## src/rtl/alu_slice_pkg.sv

```systemverilog
package alu_slice_pkg;

    typedef enum logic [2:0] {
        OP_ZERO  = 3'b000,
        OP_BSUBA = 3'b001,
        OP_ASUBB = 3'b010,
        OP_ADD   = 3'b011,
        OP_XOR   = 3'b100,
        OP_OR    = 3'b101,
        OP_AND   = 3'b110,
        OP_ONES  = 3'b111
    } op_e;

    function automatic logic is_subtract(input op_e op);
        return (op == OP_BSUBA) || (op == OP_ASUBB);
    endfunction

endpackage

```

## src/rtl/alu_full_add.sv

```systemverilog
module alu_full_add (
    input  logic x_in,
    input  logic y_in,
    input  logic c_in,
    output logic s_out,
    output logic c_out
);

    logic half_sum;

    always_comb begin
        half_sum = x_in ^ y_in;
        s_out    = half_sum ^ c_in;
        c_out    = (x_in & y_in) | (half_sum & c_in);
    end

endmodule

```

## src/rtl/alu_carry_seed.sv

```systemverilog
module alu_carry_seed
    import alu_slice_pkg::*;
(
    input  op_e  op,
    output logic seed
);

    // Subtraction completes the two's complement of the inverted subtrahend.
    always_comb begin
        seed = is_subtract(op);
    end

endmodule

```

## src/rtl/alu_bit_cell.sv

```systemverilog
module alu_bit_cell
    import alu_slice_pkg::*;
(
    input  op_e  op,
    input  logic a,
    input  logic b,
    input  logic ci,
    output logic f,
    output logic co
);

    logic fa_x;
    logic fa_y;
    logic fa_sum;
    logic fa_carry;

    // Operand gating in front of the shared adder.
    always_comb begin
        unique case (op)
            OP_BSUBA: begin fa_x = b;    fa_y = ~a;   end
            OP_ASUBB: begin fa_x = a;    fa_y = ~b;   end
            OP_ADD:   begin fa_x = a;    fa_y = b;    end
            default:  begin fa_x = 1'b0; fa_y = 1'b0; end
        endcase
    end

    alu_full_add adder_i (
        .x_in  (fa_x),
        .y_in  (fa_y),
        .c_in  (ci),
        .s_out (fa_sum),
        .c_out (fa_carry)
    );

    // Result selection; the carry is only passed on for the arithmetic codes.
    always_comb begin
        unique case (op)
            OP_ZERO:  begin f = 1'b0;    co = 1'b0;     end
            OP_BSUBA,
            OP_ASUBB,
            OP_ADD:   begin f = fa_sum;  co = fa_carry; end
            OP_XOR:   begin f = a ^ b;   co = 1'b0;     end
            OP_OR:    begin f = a | b;   co = 1'b0;     end
            OP_AND:   begin f = a & b;   co = 1'b0;     end
            OP_ONES:  begin f = 1'b1;    co = 1'b0;     end
            default:  begin f = 1'b0;    co = 1'b0;     end
        endcase
    end

endmodule

```

## src/rtl/alu_ripple_n.sv

```systemverilog
module alu_ripple_n
    import alu_slice_pkg::*;
#(
    parameter int WIDTH = 4
) (
    input  logic [2:0]       op_sel,
    input  logic [WIDTH-1:0] opnd_a,
    input  logic [WIDTH-1:0] opnd_b,
    output logic [WIDTH-1:0] result,
    output logic             carry_out
);

    localparam int CHAIN_LEN = WIDTH + 1;

    op_e                  op;
    logic [CHAIN_LEN-1:0] chain;

    always_comb begin
        op = op_e'(op_sel);
    end

    alu_carry_seed seed_i (
        .op   (op),
        .seed (chain[0])
    );

    for (genvar gi = 0; gi < WIDTH; gi++) begin : g_cell
        alu_bit_cell cell_i (
            .op (op),
            .a  (opnd_a[gi]),
            .b  (opnd_b[gi]),
            .ci (chain[gi]),
            .f  (result[gi]),
            .co (chain[gi+1])
        );
    end

    always_comb begin
        carry_out = chain[CHAIN_LEN-1];
    end

endmodule

```

## config.mk

```make
export PLATFORM = sky130hd
export DESIGN_NAME = alu_ripple_n
export DESIGN_NICKNAME = d
export VERILOG_FILES = /design/src/rtl/alu_slice_pkg.sv /design/src/rtl/alu_full_add.sv /design/src/rtl/alu_carry_seed.sv /design/src/rtl/alu_bit_cell.sv /design/src/rtl/alu_ripple_n.sv
export SDC_FILE = /design/constraint.sdc
export NUM_CORES = 1
export LEC_CHECK = 0
export ABC_AREA = 1
export BUFFER_PORTS_ARGS = -buffer_cell sky130_fd_sc_hd__buf_4
export CAP_MARGIN = 25
export CORE_AREA = 8 8 45 47
export DETAILED_ROUTE_END_ITERATION = 16
export DIE_AREA = 0 0 53 55
export PLACE_DENSITY = 0.74
export RECOVER_POWER = 25
export SLEW_MARGIN = 20
export SYNTH_ARGS = -nofsm -noshare
export SYNTH_HDL_FRONTEND = slang
export SYNTH_SLANG_ARGS = --single-unit
```

## constraint.sdc

```tcl
create_clock -name vclk -period 7.68
set_input_delay 1.536 -clock vclk [all_inputs]
set_output_delay 1.536 -clock vclk [all_outputs]
set_load 0.1 [all_outputs]
```

==> results.cfg, run 1 <==
[placement]
pre_cts_ws_ns = 1.79
io_buffers = 16
dp_hpwl_um = 1200
place_area_sq_um = 724
gp_congestion = 0.811

[global_route]
grt_pass1_vias = 689
grt_use_total_pct = 10.9
grt_pass1_wl_um = 2660
antenna_found_initial = 0
grt_overflow = 0
grt_max_degree = 14

[synthesis]
ys_warn_count = 0
avgSynthCellArea_sq_um = 5.86
synthTopCellsByArea = nor2_1, ha_1, fa_1
yosysSeqAreaShare_pct = 0
synthCells = 108
yosysTopAreaCell = nor2_1
synth_top_area_share_pct = 16.0
syn_area_sq_um = 633
ys_types = 17
syn_nets = 131

[power_and_ir_drop]
ir_drop_mv = 0.0521
p_total_w = 0.0000589
power_frac_seq_pct = 0
p_per_area_nw_per_um2 = 81.7
internal_power_w = 0.0000159
clkPwrFrac_pct = 0
power_leakage_nw = 0.420
p_sw_w = 0.0000430
switching_share_pct = 73.1
comb_power_share_pct = 100.0

[die]
die_area_sq_um = 2920
die_w_um = 53
fp-row-count = 14
io_pins = 16
core_sq_um = 1380
initial_core_util_pct = 45.8
fp.dieH_um = 55

[detailed_routing]
wl_per_cell_um = 10.5
vias_per_cell = 4.95
dr_total_vias = 663
dr.pass1.iters = 5
drtIter0Drc = 15
drt_wl_total_um = 1400
drc = 0
ant_nets = 0

[timing]
slew_headroom_pct = 22.5
max_freq_ghz = 0.170
rsz0062_at_grt = false
setup_violations = 0
period_share_pct = 76.7
tightest_slew_ns = 1.17
setup_tns_ns = 0
setup_ws_ns = 1.79
whs_ns = 3.67
hold_violations = 0
slew_viol_final = 0
fin_crit_ns = 5.89

[worst_setup_path]
critPathMaxFanout = 5
crit_required_ns = 6.14
critPathArrivalTime_ns = 4.36
endpoint_kind = output port
worstSetupPathType = input port to output port
startpoint_type = input port

[clock_tree]
hold_buffers = 0
cts_setup_buffers = 0
cts_resized = 0

[flow_run]
max-cap-violations = 0

[final_layout]
nets = 143
area_growth_pct = 13.8
post-route-cell-area_sq_um = 721
flops_and_latches = 0
num-clock-buffers = 0
antenna_cells = 0
drive_gt1_share_pct = 20.3
layout.area.seq_sq_um = 0

[hold_path]
hold_path_class = input port to output port

[status]
status = finished clean
-- worst max-delay path: stages --
cell	delay, ns
buf_4	0.13
inv_2	0.12
nand3_2	0.13
inv_2	0.11
a21oi_1	0.09
fa_1	0.41
nor2_1	0.15
fa_1	0.19
nand3_1	0.09
fa_1	0.37
nor2_1	0.13
fa_1	0.42
nand3_1	0.09
nand2_1	0.05
inv_1	0.04
nand2_1	0.04
buf_4	0.22
-- synth_stat cells, drive strengths merged --
master   n
a21oi    2
buf      6
fa       4
ha       8
inv     19
nand2   20
nand3   16
nand4    1
nor2    29
nor3     1
o22ai    2
-- power by group through the flow --
stage / clock network, W / registers (W) / logic [W]
floorplan: 0 / 0 / 0.0000495
global placement: 0 / 0 / 0.0000597
detailed placement: 0 / 0 / 0.0000601
CTS: 0 / 0 / 0.0000601
global route: 0 / 0 / 0.0000651
finish: 0 / 0 / 0.0000589
-- stage by stage --
stage	cells	util, %
floorplan	108	-
CTS	134	52.4
global route	134	52.1
detailed placement	134	52.4
global placement	134	52.4
finish	134	52.1
-- cell type report --
class              instances  area [sq um]
fillers                  154           663
multi-input cells         83           508
repair buffers            16           116
inverters                 19          76.3
well taps                 16          20.0
-- cell usage in the layout (no fill, tap or decap), types with 2 or more instances in the layout --
cell type and instances:
a21oi_1 2, buf_4 15, fa_1 4, ha_1 8, inv_1 16, inv_2 2, nand2_1 18, nand2_4 2
nand3_1 14, nand3_2 2, nor2_1 27, nor2_2 2, o22ai_1 2
-- per-layer routing --
| layer | part of all wire [%] | vias to the layer above | GRT usage (%) |
|---|---|---|---|
| li1 | - | 352 | - |
| met1 | 48 | 296 | 13.0 |
| met2 | 49 | 15 | 21.9 |
| met3 | 2.8 | 0 | 0.535 |
| met4 | 0 | 0 | 0.431 |
| met5 | 0 | - | 0 |
-- cell families after synthesis --
logic type	share of synthesized area, %
AND/OR/NAND/NOR	48.2
buffers and inverters	19.8
adder cells (fa/ha/maj)	28.5
AO/OA/AOI/OAI	3.56
-- worst paths after layout --
kind / cells past startpoint / start / slack, ns / endpoint
setup / recovery: 17 / op_sel[1] / 1.79 / result[3]
hold / removal: 6 / op_sel[2] / 3.67 / result[2]
No activity file was read; power rests on OpenSTA's default activity.
==> run 2: changes to the inputs <==
- ABC_AREA: 1 -> 0
- PLACE_DENSITY: 0.74 -> 0.75
- clock period: 7.68 -> 4.87 ns (I/O delays scaled with it)
==> run 2 against run 1 <==
  * Sequential cell count is the same
  * Die area is the same
  * Utilization grew 8.9 points
  * Critical path depth shrank 3
  * Synthesized cell count shrank 22%
  * Largest cell class unchanged
  * Synthesized area shrank 3.2%
  * Global-route usage shrank 0.48 points
  * Via count shrank 6.3%
  * Non-clock buffer count grew 10
==> results.cfg, run 2 <==
[synthesis]
synthTopCellsByArea = ha_1, fa_1, a32o_1
yosysTopAreaCell = ha_1
synthTopCellsByCount = inv_1, nor2_1, ha_1
syn_nets = 107
avgSynthCellArea_sq_um = 7.30
syn_area_sq_um = 613
synth_top_area_share_pct = 16.3
ys_types = 25
yosysSeqAreaShare_pct = 0
synthCells = 84
ys_warn_count = 0

[power_and_ir_drop]
internal_power_w = 0.0000386
switching_share_pct = 64.4
power_leakage_nw = 0.409
ir_drop_mv = 0.0523
p_sw_w = 0.0000697
p_per_area_nw_per_um2 = 128
power_frac_seq_pct = 0
clkPwrFrac_pct = 0
comb_power_share_pct = 100.0

[global_route]
grt_pass1_vias = 584
grt_overflow = 0
grt_use_total_pct = 10.5
grt_max_degree = 16
antenna_found_initial = 0
grt_pass1_wl_um = 2480

[detailed_routing]
ant_nets = 0
dr.pass1.iters = 4
dr_total_vias = 621
vias_per_cell = 5.35
drt_wl_total_um = 1540
wl_per_cell_um = 13.2
drtIter0Drc = 10
drc = 0

[final_layout]
final_common_cell = buf_4
post-route-cell-area_sq_um = 843
multi_input_area_sq_um = 564
area_growth_pct = 37.6
stdcell_count = 116
fillers = 119
final_cell_mix = buf_4, nor2_1, inv_1
num-clock-buffers = 0
final_util_pct = 60.9
nets = 125
flops_and_latches = 0
drive_gt1_share_pct = 42.0
antenna_cells = 0
layout.area.seq_sq_um = 0

[timing]
slew_headroom_pct = 22.9
fin_crit_ns = 4.84
period_share_pct = 99.4
whs_ns = 2.60
hold_violations = 0
rsz0062_at_grt = true
setup_violations = 0
slew_viol_final = 0
tightest_slew_ns = 1.16
setup_ws_ns = 0.0268
max_freq_ghz = 0.206

[placement]
place_area_sq_um = 733
pre_cts_ws_ns = -0.113
gp_congestion = 0.837
dpl.cell_count = 114
io_buffers = 16
dp_hpwl_um = 1210

[status]
status = finished clean

[worst_setup_path]
critPathMaxFanout = 2
critPathArrivalTime_ns = 3.87
worstSetupPathType = input port to output port
endpoint_kind = output port
crit_required_ns = 3.90
startpoint_type = input port

[hold_path]
hold_path_class = input port to output port
worstHoldStart = op_sel[1]
worstHoldPathCells = 5
hold_end = result[3]

[die]
initial_core_util_pct = 44.3
core_sq_um = 1380
die_w_um = 53
fp.dieH_um = 55
fp-row-count = 14
io_pins = 16
die_area_sq_um = 2920

[flow_run]
max-cap-violations = 0

[clock_tree]
hold_buffers = 0
[run 2: cell types whose count changed after synthesis, sizes merged, moves of 3 or more]
cell,delta
a21oi,+4
a22oi,+4
a32o,+4
buf,+4
inv,-9
nand2,-16
nand3,-15
nor2,-19
nor2b,+5
nor3,+3
[run 2: area by class of cell]
cell class	count	area share [%]
Timing Repair Buffer	26	26.3
Inverter	10	4.45
Tap cell	16	2.37
Multi-Input combinational cell	64	66.9
[run 2: worst max-delay path, cell delays in order]
cell and delay [ns]:
buf_6 0.09, or2b_1 0.25, nor3_2 0.15, a21oi_2 0.06, fa_2 0.37, nor3_4 0.21, fa_2 0.22, nand2_2 0.06
fa_2 0.41, nor3_4 0.20, fa_1 0.43, o22ai_2 0.18, nor2_1 0.08, buf_6 0.18
[run 2: cells by family (layout without fill, tap and decap cells)]
logic type,Yosys count,after routing,share of synthesized area (%)
and+or+nand+nor,31,31,26.9
AOI/OAI and AO/OA,21,21,24.3
buffers and inverters,20,36,19.4
adders and majority gates,12,12,29.4
[run 2: worst max-delay path by stage]
| stage | from | endpoint | slack, ns | depth (start not counted) |
|---|---|---|---|---|
| 2_1_floorplan | op_sel[0] | result[3] | 0.01 | 15 |
| 3_3_place_gp | op_sel[1] | result[3] | -0.03 | 14 |
| 3_5_place_dp | op_sel[1] | result[3] | -0.11 | 14 |
| 4_1_cts | op_sel[1] | result[3] | 0.01 | 14 |
| 5_1_grt | op_sel[2] | result[3] | -0.12 | 14 |
| 6_report | op_sel[2] | result[3] | 0.03 | 14 |
[run 2: timing repair]
item                                    CTS  global route
buffers inserted                          0             2
cloned                                    0             0
hold endpoints to repair                  0             0
pin swaps                                 0             9
endpoints found under the setup margin    1             1
gates resized for setup                   3            21
[run 2: power by group through the flow]
stage               Sequential, W  Combinational (W)  Clock, W
finish                          0           0.000108         0
global route                    0           0.000116         0
CTS                             0          0.0000998         0
detailed placement              0          0.0000982         0
global placement                0          0.0000966         0
floorplan                       0          0.0000799         0
[run 2: per-layer routing]
layer	GRT usage [%]	part of all wire, %	wire length, um	vias up
met2	18.4	51	785	12
met3	0.535	3.8	58	4
met1	14.1	43	660	285
met5	0	0	0	-
met4	1.29	2.1	33	0
li1	-	-	-	320
[run 2: through the flow]
step / TNS [ns] / power [W]
3_3_place_gp: -0.0265 / 0.0000966
3_5_place_dp: -0.113 / 0.0000982
5_1_grt: -0.119 / 0.000116
2_1_floorplan: 0 / 0.0000799
6_report: 0 / 0.000108
4_1_cts: 0 / 0.0000998
